==> src/rtl/axi_burst_mem_pkg.sv <==
package axi_burst_mem_pkg;
  typedef enum logic [1:0] {
    BURST_FIXED = 2'b00,
    BURST_INCR  = 2'b01,
    BURST_WRAP  = 2'b10,
    BURST_RSVD  = 2'b11
  } burst_e;

  localparam logic [1:0] RESP_OKAY   = 2'b00;
  localparam logic [1:0] RESP_EXOKAY = 2'b01;
  localparam logic [1:0] RESP_SLVERR = 2'b10;
  localparam logic [1:0] RESP_DECERR = 2'b11;

  function automatic logic req_legal(logic [1:0] burst, logic [7:0] len,
                                     logic [2:0] size, logic [2:0] max_size);
    logic ok;
    ok = (burst != BURST_RSVD) && (size <= max_size);
    if (burst == BURST_WRAP)
      ok = ok && (len == 8'd1 || len == 8'd3 || len == 8'd7 || len == 8'd15);
    return ok;
  endfunction
endpackage

==> src/rtl/axi_burst_addr_step.sv <==
module axi_burst_addr_step
  import axi_burst_mem_pkg::*;
#(
  parameter int ADDR_W = 32
) (
  input  logic [ADDR_W-1:0] addr_i,
  input  logic [7:0]        len_i,
  input  logic [2:0]        size_i,
  input  logic [1:0]        burst_i,
  output logic [ADDR_W-1:0] next_o
);
  logic [ADDR_W-1:0] step, aligned, incr, wrap_mask;

  always_comb begin
    step      = ADDR_W'(1) << size_i;
    aligned   = addr_i & ~(step - ADDR_W'(1));
    incr      = aligned + step;
    wrap_mask = ((ADDR_W'(len_i) + ADDR_W'(1)) << size_i) - ADDR_W'(1);
    case (burst_e'(burst_i))
      BURST_FIXED: next_o = addr_i;
      BURST_WRAP:  next_o = (addr_i & ~wrap_mask) | (incr & wrap_mask);
      default:     next_o = incr;
    endcase
  end
endmodule

==> src/rtl/axi_burst_mem_array.sv <==
module axi_burst_mem_array #(
  parameter int DATA_W = 32,
  parameter int DEPTH  = 64,
  localparam int LANES = DATA_W / 8,
  localparam int IDX_W = $clog2(DEPTH)
) (
  input  logic              clk_i,
  input  logic              rst_ni,
  input  logic              we_i,
  input  logic [IDX_W-1:0]  wr_idx_i,
  input  logic [DATA_W-1:0] wdata_i,
  input  logic [LANES-1:0]  wstrb_i,
  input  logic [IDX_W-1:0]  rd_idx_i,
  output logic [DATA_W-1:0] rd_data_o
);
  for (genvar g = 0; g < LANES; g++) begin : g_lane
    logic [7:0] lane_q [DEPTH];

    always_ff @(posedge clk_i or negedge rst_ni) begin
      if (!rst_ni) begin
        for (int i = 0; i < DEPTH; i++) lane_q[i] <= '0;
      end else if (we_i && wstrb_i[g]) begin
        lane_q[wr_idx_i] <= wdata_i[8*g +: 8];
      end
    end

    assign rd_data_o[8*g +: 8] = lane_q[rd_idx_i];
  end
endmodule

==> src/rtl/axi_burst_wr_chan.sv <==
module axi_burst_wr_chan
  import axi_burst_mem_pkg::*;
#(
  parameter int ADDR_W = 32,
  parameter int DATA_W = 32,
  parameter int ID_W   = 4,
  parameter int DEPTH  = 64,
  localparam int LANES = DATA_W / 8,
  localparam int OFF_W = $clog2(LANES),
  localparam int IDX_W = $clog2(DEPTH),
  localparam int MEM_BYTES = DEPTH * LANES
) (
  input  logic              clk_i,
  input  logic              rst_ni,
  input  logic [ID_W-1:0]   awid_i,
  input  logic [ADDR_W-1:0] awaddr_i,
  input  logic [7:0]        awlen_i,
  input  logic [2:0]        awsize_i,
  input  logic [1:0]        awburst_i,
  input  logic              awvalid_i,
  output logic              awready_o,
  input  logic [DATA_W-1:0] wdata_i,
  input  logic [LANES-1:0]  wstrb_i,
  input  logic              wlast_i,
  input  logic              wvalid_i,
  output logic              wready_o,
  output logic [ID_W-1:0]   bid_o,
  output logic [1:0]        bresp_o,
  output logic              bvalid_o,
  input  logic              bready_i,
  output logic              mem_we_o,
  output logic [IDX_W-1:0]  mem_idx_o,
  output logic [DATA_W-1:0] mem_wdata_o,
  output logic [LANES-1:0]  mem_wstrb_o
);
  typedef enum logic [1:0] {WS_IDLE, WS_DATA, WS_RESP} wstate_e;

  wstate_e           state_q;
  logic [ADDR_W-1:0] addr_q, addr_nxt;
  logic [7:0]        len_q, cnt_q;
  logic [2:0]        size_q;
  logic [1:0]        burst_q;
  logic [ID_W-1:0]   id_q;
  logic              bad_q, err_q;
  logic              aw_hs, w_hs, b_hs, beat_ok, beat_last;

  assign awready_o = (state_q == WS_IDLE);
  assign wready_o  = (state_q == WS_DATA);
  assign bvalid_o  = (state_q == WS_RESP);
  assign bresp_o   = err_q ? RESP_SLVERR : RESP_OKAY;
  assign bid_o     = id_q;

  assign aw_hs     = awvalid_i && awready_o;
  assign w_hs      = wvalid_i && wready_o;
  assign b_hs      = bvalid_o && bready_i;
  assign beat_ok   = !bad_q && (addr_q < ADDR_W'(MEM_BYTES));
  assign beat_last = (cnt_q == len_q);

  assign mem_we_o    = w_hs && beat_ok;
  assign mem_idx_o   = addr_q[OFF_W +: IDX_W];
  assign mem_wdata_o = wdata_i;
  assign mem_wstrb_o = wstrb_i;

  axi_burst_addr_step #(.ADDR_W(ADDR_W)) u_step (
    .addr_i (addr_q),
    .len_i  (len_q),
    .size_i (size_q),
    .burst_i(burst_q),
    .next_o (addr_nxt)
  );

  always_ff @(posedge clk_i or negedge rst_ni) begin
    if (!rst_ni) begin
      state_q <= WS_IDLE;
      addr_q  <= '0;
      len_q   <= '0;
      cnt_q   <= '0;
      size_q  <= '0;
      burst_q <= '0;
      id_q    <= '0;
      bad_q   <= 1'b0;
      err_q   <= 1'b0;
    end else begin
      case (state_q)
        WS_IDLE: if (aw_hs) begin
          addr_q  <= awaddr_i;
          len_q   <= awlen_i;
          size_q  <= awsize_i;
          burst_q <= awburst_i;
          id_q    <= awid_i;
          cnt_q   <= '0;
          bad_q   <= !req_legal(awburst_i, awlen_i, awsize_i, 3'(OFF_W));
          err_q   <= !req_legal(awburst_i, awlen_i, awsize_i, 3'(OFF_W));
          state_q <= WS_DATA;
        end
        WS_DATA: if (w_hs) begin
          err_q  <= err_q | !beat_ok;
          addr_q <= addr_nxt;
          cnt_q  <= cnt_q + 8'd1;
          if (beat_last) state_q <= WS_RESP;
        end
        WS_RESP: if (b_hs) state_q <= WS_IDLE;
        default: state_q <= WS_IDLE;
      endcase
    end
  end


  bvalid_hold_chk: assert property (@(posedge clk_i) disable iff (!rst_ni)
    bvalid_o && !bready_i |=> bvalid_o && $stable(bresp_o) && $stable(bid_o));

  bresp_after_last_chk: assert property (@(posedge clk_i) disable iff (!rst_ni)
    $rose(bvalid_o) |-> $past(wvalid_i && wready_o && wlast_i));

  wlast_align_chk: assert property (@(posedge clk_i) disable iff (!rst_ni)
    w_hs |-> (wlast_i == beat_last));

  no_exokay_b_chk: assert property (@(posedge clk_i) disable iff (!rst_ni)
    bvalid_o |-> (bresp_o != RESP_EXOKAY) && (bresp_o != RESP_DECERR));

  bad_no_write_chk: assert property (@(posedge clk_i) disable iff (!rst_ni)
    mem_we_o |-> !bad_q);
endmodule

==> src/rtl/axi_burst_rd_chan.sv <==
module axi_burst_rd_chan
  import axi_burst_mem_pkg::*;
#(
  parameter int ADDR_W = 32,
  parameter int DATA_W = 32,
  parameter int ID_W   = 4,
  parameter int DEPTH  = 64,
  localparam int LANES = DATA_W / 8,
  localparam int OFF_W = $clog2(LANES),
  localparam int IDX_W = $clog2(DEPTH),
  localparam int MEM_BYTES = DEPTH * LANES
) (
  input  logic              clk_i,
  input  logic              rst_ni,
  input  logic [ID_W-1:0]   arid_i,
  input  logic [ADDR_W-1:0] araddr_i,
  input  logic [7:0]        arlen_i,
  input  logic [2:0]        arsize_i,
  input  logic [1:0]        arburst_i,
  input  logic              arvalid_i,
  output logic              arready_o,
  output logic [ID_W-1:0]   rid_o,
  output logic [DATA_W-1:0] rdata_o,
  output logic [1:0]        rresp_o,
  output logic              rlast_o,
  output logic              rvalid_o,
  input  logic              rready_i,
  output logic [IDX_W-1:0]  mem_idx_o,
  input  logic [DATA_W-1:0] mem_rdata_i
);
  logic              busy_q;
  logic [ADDR_W-1:0] addr_q, addr_nxt, ld_addr;
  logic [7:0]        len_q, cnt_q;
  logic [2:0]        size_q;
  logic [1:0]        burst_q;
  logic [ID_W-1:0]   id_q;
  logic              bad_q, ld_bad, ld_ok;
  logic [DATA_W-1:0] rdata_q;
  logic [1:0]        rresp_q;
  logic              rlast_q;
  logic              ar_hs, r_hs;

  assign arready_o = !busy_q;
  assign rvalid_o  = busy_q;
  assign rdata_o   = rdata_q;
  assign rresp_o   = rresp_q;
  assign rlast_o   = rlast_q;
  assign rid_o     = id_q;

  assign ar_hs = arvalid_i && arready_o;
  assign r_hs  = rvalid_o && rready_i;

  axi_burst_addr_step #(.ADDR_W(ADDR_W)) u_step (
    .addr_i (addr_q),
    .len_i  (len_q),
    .size_i (size_q),
    .burst_i(burst_q),
    .next_o (addr_nxt)
  );

  // Beat loaded at the address handshake or at each accepted beat.
  assign ld_addr   = busy_q ? addr_nxt : araddr_i;
  assign ld_bad    = busy_q ? bad_q : !req_legal(arburst_i, arlen_i, arsize_i, 3'(OFF_W));
  assign ld_ok     = !ld_bad && (ld_addr < ADDR_W'(MEM_BYTES));
  assign mem_idx_o = ld_addr[OFF_W +: IDX_W];

  always_ff @(posedge clk_i or negedge rst_ni) begin
    if (!rst_ni) begin
      busy_q  <= 1'b0;
      addr_q  <= '0;
      len_q   <= '0;
      cnt_q   <= '0;
      size_q  <= '0;
      burst_q <= '0;
      id_q    <= '0;
      bad_q   <= 1'b0;
      rdata_q <= '0;
      rresp_q <= RESP_OKAY;
      rlast_q <= 1'b0;
    end else if (ar_hs) begin
      busy_q  <= 1'b1;
      addr_q  <= araddr_i;
      len_q   <= arlen_i;
      size_q  <= arsize_i;
      burst_q <= arburst_i;
      id_q    <= arid_i;
      cnt_q   <= '0;
      bad_q   <= ld_bad;
      rdata_q <= ld_ok ? mem_rdata_i : '0;
      rresp_q <= ld_ok ? RESP_OKAY : RESP_SLVERR;
      rlast_q <= (arlen_i == 8'd0);
    end else if (r_hs) begin
      if (rlast_q) begin
        busy_q  <= 1'b0;
        rlast_q <= 1'b0;
      end else begin
        addr_q  <= addr_nxt;
        cnt_q   <= cnt_q + 8'd1;
        rdata_q <= ld_ok ? mem_rdata_i : '0;
        rresp_q <= ld_ok ? RESP_OKAY : RESP_SLVERR;
        rlast_q <= ((cnt_q + 8'd1) == len_q);
      end
    end
  end


  rvalid_hold_chk: assert property (@(posedge clk_i) disable iff (!rst_ni)
    rvalid_o && !rready_i |=> rvalid_o && $stable(rdata_o) && $stable(rresp_o)
                              && $stable(rlast_o) && $stable(rid_o));

  rlast_end_chk: assert property (@(posedge clk_i) disable iff (!rst_ni)
    rvalid_o && rready_i && rlast_o |=> !rvalid_o);

  rlast_count_chk: assert property (@(posedge clk_i) disable iff (!rst_ni)
    rvalid_o |-> (rlast_o == (cnt_q == len_q)));

  no_exokay_r_chk: assert property (@(posedge clk_i) disable iff (!rst_ni)
    rvalid_o |-> (rresp_o != RESP_EXOKAY) && (rresp_o != RESP_DECERR));

  err_zero_data_chk: assert property (@(posedge clk_i) disable iff (!rst_ni)
    rvalid_o && rresp_o == RESP_SLVERR |-> rdata_o == '0);
endmodule

==> src/rtl/axi_burst_mem.sv <==
module axi_burst_mem
  import axi_burst_mem_pkg::*;
#(
  parameter int ADDR_W = 32,
  parameter int DATA_W = 32,
  parameter int ID_W   = 4,
  parameter int DEPTH  = 64,
  localparam int LANES = DATA_W / 8,
  localparam int IDX_W = $clog2(DEPTH)
) (
  input  logic              clk_i,
  input  logic              rst_ni,
  input  logic [ID_W-1:0]   awid_i,
  input  logic [ADDR_W-1:0] awaddr_i,
  input  logic [7:0]        awlen_i,
  input  logic [2:0]        awsize_i,
  input  logic [1:0]        awburst_i,
  input  logic              awvalid_i,
  output logic              awready_o,
  input  logic [DATA_W-1:0] wdata_i,
  input  logic [LANES-1:0]  wstrb_i,
  input  logic              wlast_i,
  input  logic              wvalid_i,
  output logic              wready_o,
  output logic [ID_W-1:0]   bid_o,
  output logic [1:0]        bresp_o,
  output logic              bvalid_o,
  input  logic              bready_i,
  input  logic [ID_W-1:0]   arid_i,
  input  logic [ADDR_W-1:0] araddr_i,
  input  logic [7:0]        arlen_i,
  input  logic [2:0]        arsize_i,
  input  logic [1:0]        arburst_i,
  input  logic              arvalid_i,
  output logic              arready_o,
  output logic [ID_W-1:0]   rid_o,
  output logic [DATA_W-1:0] rdata_o,
  output logic [1:0]        rresp_o,
  output logic              rlast_o,
  output logic              rvalid_o,
  input  logic              rready_i
);
  logic              mem_we;
  logic [IDX_W-1:0]  mem_widx, mem_ridx;
  logic [DATA_W-1:0] mem_wdata, mem_rdata;
  logic [LANES-1:0]  mem_wstrb;

  axi_burst_wr_chan #(.ADDR_W(ADDR_W), .DATA_W(DATA_W), .ID_W(ID_W), .DEPTH(DEPTH)) u_wr (
    .clk_i, .rst_ni,
    .awid_i, .awaddr_i, .awlen_i, .awsize_i, .awburst_i, .awvalid_i, .awready_o,
    .wdata_i, .wstrb_i, .wlast_i, .wvalid_i, .wready_o,
    .bid_o, .bresp_o, .bvalid_o, .bready_i,
    .mem_we_o   (mem_we),
    .mem_idx_o  (mem_widx),
    .mem_wdata_o(mem_wdata),
    .mem_wstrb_o(mem_wstrb)
  );

  axi_burst_rd_chan #(.ADDR_W(ADDR_W), .DATA_W(DATA_W), .ID_W(ID_W), .DEPTH(DEPTH)) u_rd (
    .clk_i, .rst_ni,
    .arid_i, .araddr_i, .arlen_i, .arsize_i, .arburst_i, .arvalid_i, .arready_o,
    .rid_o, .rdata_o, .rresp_o, .rlast_o, .rvalid_o, .rready_i,
    .mem_idx_o  (mem_ridx),
    .mem_rdata_i(mem_rdata)
  );

  axi_burst_mem_array #(.DATA_W(DATA_W), .DEPTH(DEPTH)) u_mem (
    .clk_i, .rst_ni,
    .we_i     (mem_we),
    .wr_idx_i (mem_widx),
    .wdata_i  (mem_wdata),
    .wstrb_i  (mem_wstrb),
    .rd_idx_i (mem_ridx),
    .rd_data_o(mem_rdata)
  );


  reset_idle_chk: assert property (@(posedge clk_i) disable iff (!rst_ni)
    $rose(rst_ni) |-> awready_o && arready_o && !bvalid_o && !rvalid_o);

  wr_order_chk: assert property (@(posedge clk_i) disable iff (!rst_ni)
    wready_o |-> !awready_o && !bvalid_o);
endmodule

==> config.mk <==
export PLATFORM = sky130hd
export DESIGN_NAME = axi_burst_mem
export DESIGN_NICKNAME = d
export VERILOG_FILES = /design/src/rtl/axi_burst_mem_pkg.sv /design/src/rtl/axi_burst_addr_step.sv /design/src/rtl/axi_burst_mem_array.sv /design/src/rtl/axi_burst_wr_chan.sv /design/src/rtl/axi_burst_rd_chan.sv /design/src/rtl/axi_burst_mem.sv
export SDC_FILE = /design/constraint.sdc
export NUM_CORES = 2
export LEC_CHECK = 0
export BUFFER_PORTS_ARGS = -buffer_cell sky130_fd_sc_hd__buf_2
export CAP_MARGIN = 20
export CORE_MARGIN = 2
export CORE_UTILIZATION = 35
export DETAILED_ROUTE_END_ITERATION = 8
export PLACE_DENSITY = 0.46
export SYNTH_ARGS = -nofsm -noshare
export SYNTH_HDL_FRONTEND = slang
export SYNTH_SLANG_ARGS = --single-unit
==> constraint.sdc <==
create_clock -name clk_i -period 7.6 [get_ports clk_i]
set_clock_uncertainty 0.2 [all_clocks]
set_input_delay 1.14 -clock clk_i [delete_from_list [all_inputs] [get_ports clk_i]]
set_output_delay 1.14 -clock clk_i [all_outputs]
set_load 0.01 [all_outputs]
==> flow_summary.yaml <==
sta:
  worst_slew_pin_slew_ns: 1.243
  slew_headroom: 0.1702
  slew_viol_final: 0
  setup_tns_ns: 0
  rsz0062_at_grt: "no"
  hold_viol: 0
  min_period_ns: 6.628
  clock.fmax_mhz: 150.9
  finalSetupViolCount: 0
  post-route-period-util: 0.8722
worst_setup_path:
  startpoint: "u_rd.len_q[0]"
  reg2reg_depth: 14
  crit_family: "simple AND/OR/NAND/NOR gates"
  critPathKind: "register to register"
  reg2reg_to: "u_rd.rdata_o[0]"
  arrival_ns: 7.20
  path_buf_inv: 2
  r2r_slack_ns: 0.97
  crit_cells: 14
  required_ns: 8.17
  cpMaxStageDelayCell: "dfrtp_1"
  slowest_delay_ns: 0.75
  r2r-start: "u_rd.len_q[0]"
  crit_end: "u_rd.rdata_o[0]"
  critPathMaxFanout: 21
  critPathCaptureType: "register"
  cp_cell_sequence: "ha_1 -> xor2_1 -> o22ai_1 -> nor4_2 -> mux2_2 -> nor4_2 -> or3_4 -> buf_12 -> buf_4 -> mux2i_1 -> a221oi_1 -> nor3_1 -> or4_1 -> a221oi_1"
  crit_path_start_kind: "register"
clocking:
  cts.htree.levels: 5
  cts_resized: 0
  clkSlewWorstSetupHoldPaths_ns: 0.06
  clock_sinks: 2202
  post_cts_buffers: 0
  clock_latency_ns: 0.89
  clk_path_buf_depth: 4
  numCtsBuffers: 264
  cts_tree: "done"
  ctsHoldBuffers: 0
  root_buffer: "clkbuf_16"
yosys:
  synth_warnings: 0
  yosys.area.top_type: "dfrtp_1"
  async_reset_ff_frac: 1.000
  netlist_area_um2: 107200
  synth_area_leaders: "dfrtp_1, mux2_2, nand2_1"
  synth_ff_type: "dfrtp_1"
  yosys.cell_types.count: 96
  synth-seq-area-share: 0.5140
  yosys_register_bits: 2202
  syn_area_per_cell_um2: 11.34
  netlist_instances: 9454
  synth_enable_flop_cells: 0
  synth_top_area_frac: 0.5140
final_layout:
  areaGrowthSynthToFinish_pct: 13.13
  drive_gt1_frac: 0.3155
  multiInputGateArea_um2: 48950
  layout.nets: 9511
  nFillCells: 29470
  fin_area_um2: 121300
  ff_latch_area_um2: 55100
drt:
  drc: 0
  ant_nets: 0
  vias: 77710
  wl_mm: 361.5
  routed_via_density: 5.680
  first_iter_violations: 6086
  wire_per_inst_um: 26.42
  dr.pass1.iters: 6
floorplanning:
  num_rows: 203
  pin_count: 192
  dieHeight_um: 557.4
  dieArea_um2: 310700
  core_area_um2: 305300
  initial_core_util: 0.3511
  die_w_um: 557.4
grt:
  antenna_found_initial: 40
  overflow: 0
  grt_pass1_wl_mm: 532.1
  grt_pass1_vias: 77700
  grt_max_degree: 161
  grtUsageTotal: 0.2287
placed_design:
  gp_congestion: 0.8337
  hpwl_mm: 225.2
  dpl_cell_area_um2: 112500
  port_buffers: 188
power:
  power_density_nw_per_um2: 388.0
  ir_drop_v: 0.0005667
  leakagePower_nw: 55.33
flow_run:
  maxCapViolCount: 0
hold_path:
  hold_path_class: "input pin to async pin"
outcome:
  run_status: "finished clean"
## sequential cells by signal (all words and copies together) (netlist names), 2 cells and up, named ones only
signal,cells
u_rd.len_q,8
u_wr.cnt_q,8
u_wr.len_q,8
u_rd.addr_q,32
u_wr.burst_q,2
u_rd.rid_o,4
u_wr.size_q,3
u_rd.size_q,3
u_rd.burst_q,2
u_rd.rdata_o,32
u_rd.cnt_q,8
u_mem.g_lane.lane_q,2048
u_wr.state_q,2
u_wr.bid_o,4
## cells in the mapped netlist, types with 17 or more instances
library cell and n:
dfrtp_1 2202, mux2_2 2070, nand2_1 1456, a21oi_1 810
clkbuf_1 532, a221oi_1 317, mux2i_1 212, nor2_1 210
nor3_1 175, o21ai_0 172, a32o_1 126, buf_2 119
o22ai_1 106, buf_1 74, a32oi_1 68, nand3_1 50
xnor2_1 50, nor4_1 43, inv_1 40, or4_1 38
nor4bb_1 33, a221oi_2 28, buf_4 28, nor2b_1 28
nand4_1 25, a31oi_1 24, and2_1 23, and3_1 21
a211oi_1 20, xor2_1 19, nand2b_1 18, or3_1 17
## cells in the final DEF (no fill, tap or decap), drive strengths merged, types with 12 or more instances in the layout
master  instances
a211oi         22
a21oi         811
a221oi        345
a22oi          16
a31oi          24
a32o          126
a32oi          68
and2           23
and3           22
buf           399
bufinv         12
clkbuf        393
clkinv         44
dfrtp        2202
diode          36
ha             16
inv            52
mux2         2071
mux2i         212
nand2        1456
nand2b         18
nand3          50
nand4          25
nor2          210
nor2b          28
nor3          175
nor3b          13
nor4           45
nor4bb         33
o211ai         15
o21ai         174
o22ai         106
o311ai         15
o31ai          13
or2            14
or3            17
or4            38
xnor2          50
xor2           19
## routing by layer
metal	GRT usage	share of wire
met1	0.3082	0.44
met2	0.3727	0.48
met3	0.02767	0.047
met4	0.09280	0.037
met5	0	0.000036
## area by class of cell
type                    instances  area share
inverters                      45    0.001393
clock inverters                66    0.006520
clock buffers                 393     0.06439
multi-input cells            6441      0.4036
flip-flops and latches       2202      0.4543
well taps                    4100     0.04230
repair buffers                399     0.02672
diodes                         36   0.0007428
## how the worst min path moves through the flow
stage | to | slack (ns) | cells past startpoint
2_1_floorplan | u_wr.err_q | 0.26 | 2
3_3_place_gp | u_rd.rid_o[2] | 0.26 | 2
3_5_place_dp | u_rd.rid_o[3] | 0.27 | 2
4_1_cts | async pin | 0.05 | 1
5_1_grt | async pin | 0.05 | 1
6_report | async pin | 0.02 | 1
## cell families after synthesis
group           count (synthesis)  synth area share
compound gates               1856            0.1174
xor+xnor                       69          0.005637
fa+ha+maj                      16          0.001867
buf+inv                       812           0.03178
flops                        2202            0.5140
mux                          2292            0.2393
other cells                     1        0.00003498
simple gates                 2206           0.09004
## stage by stage
stage	hold WS [ns]	total power [mW]	cells	setup WS, ns	util
floorplan	0.2637	25.87	9455	2.791	-
global placement	0.2646	34.45	13180	1.111	0.3683
detailed placement	0.2693	34.52	13180	1.051	0.3685
CTS	0.04881	47.39	13640	0.9952	0.3967
global route	0.04778	49.37	13660	0.6876	0.3970
finish	0.02234	47.06	13680	0.9716	0.3972
## where the power goes
part           internal (mW)  total [mW]  switching, mW  leakage (nW)
clock network           7.53        12.7           5.16          4.24
registers               12.0        12.7          0.602          30.4
logic                   6.22        21.7           15.5          20.6
Note: power is estimated with default switching activity, not from simulation.
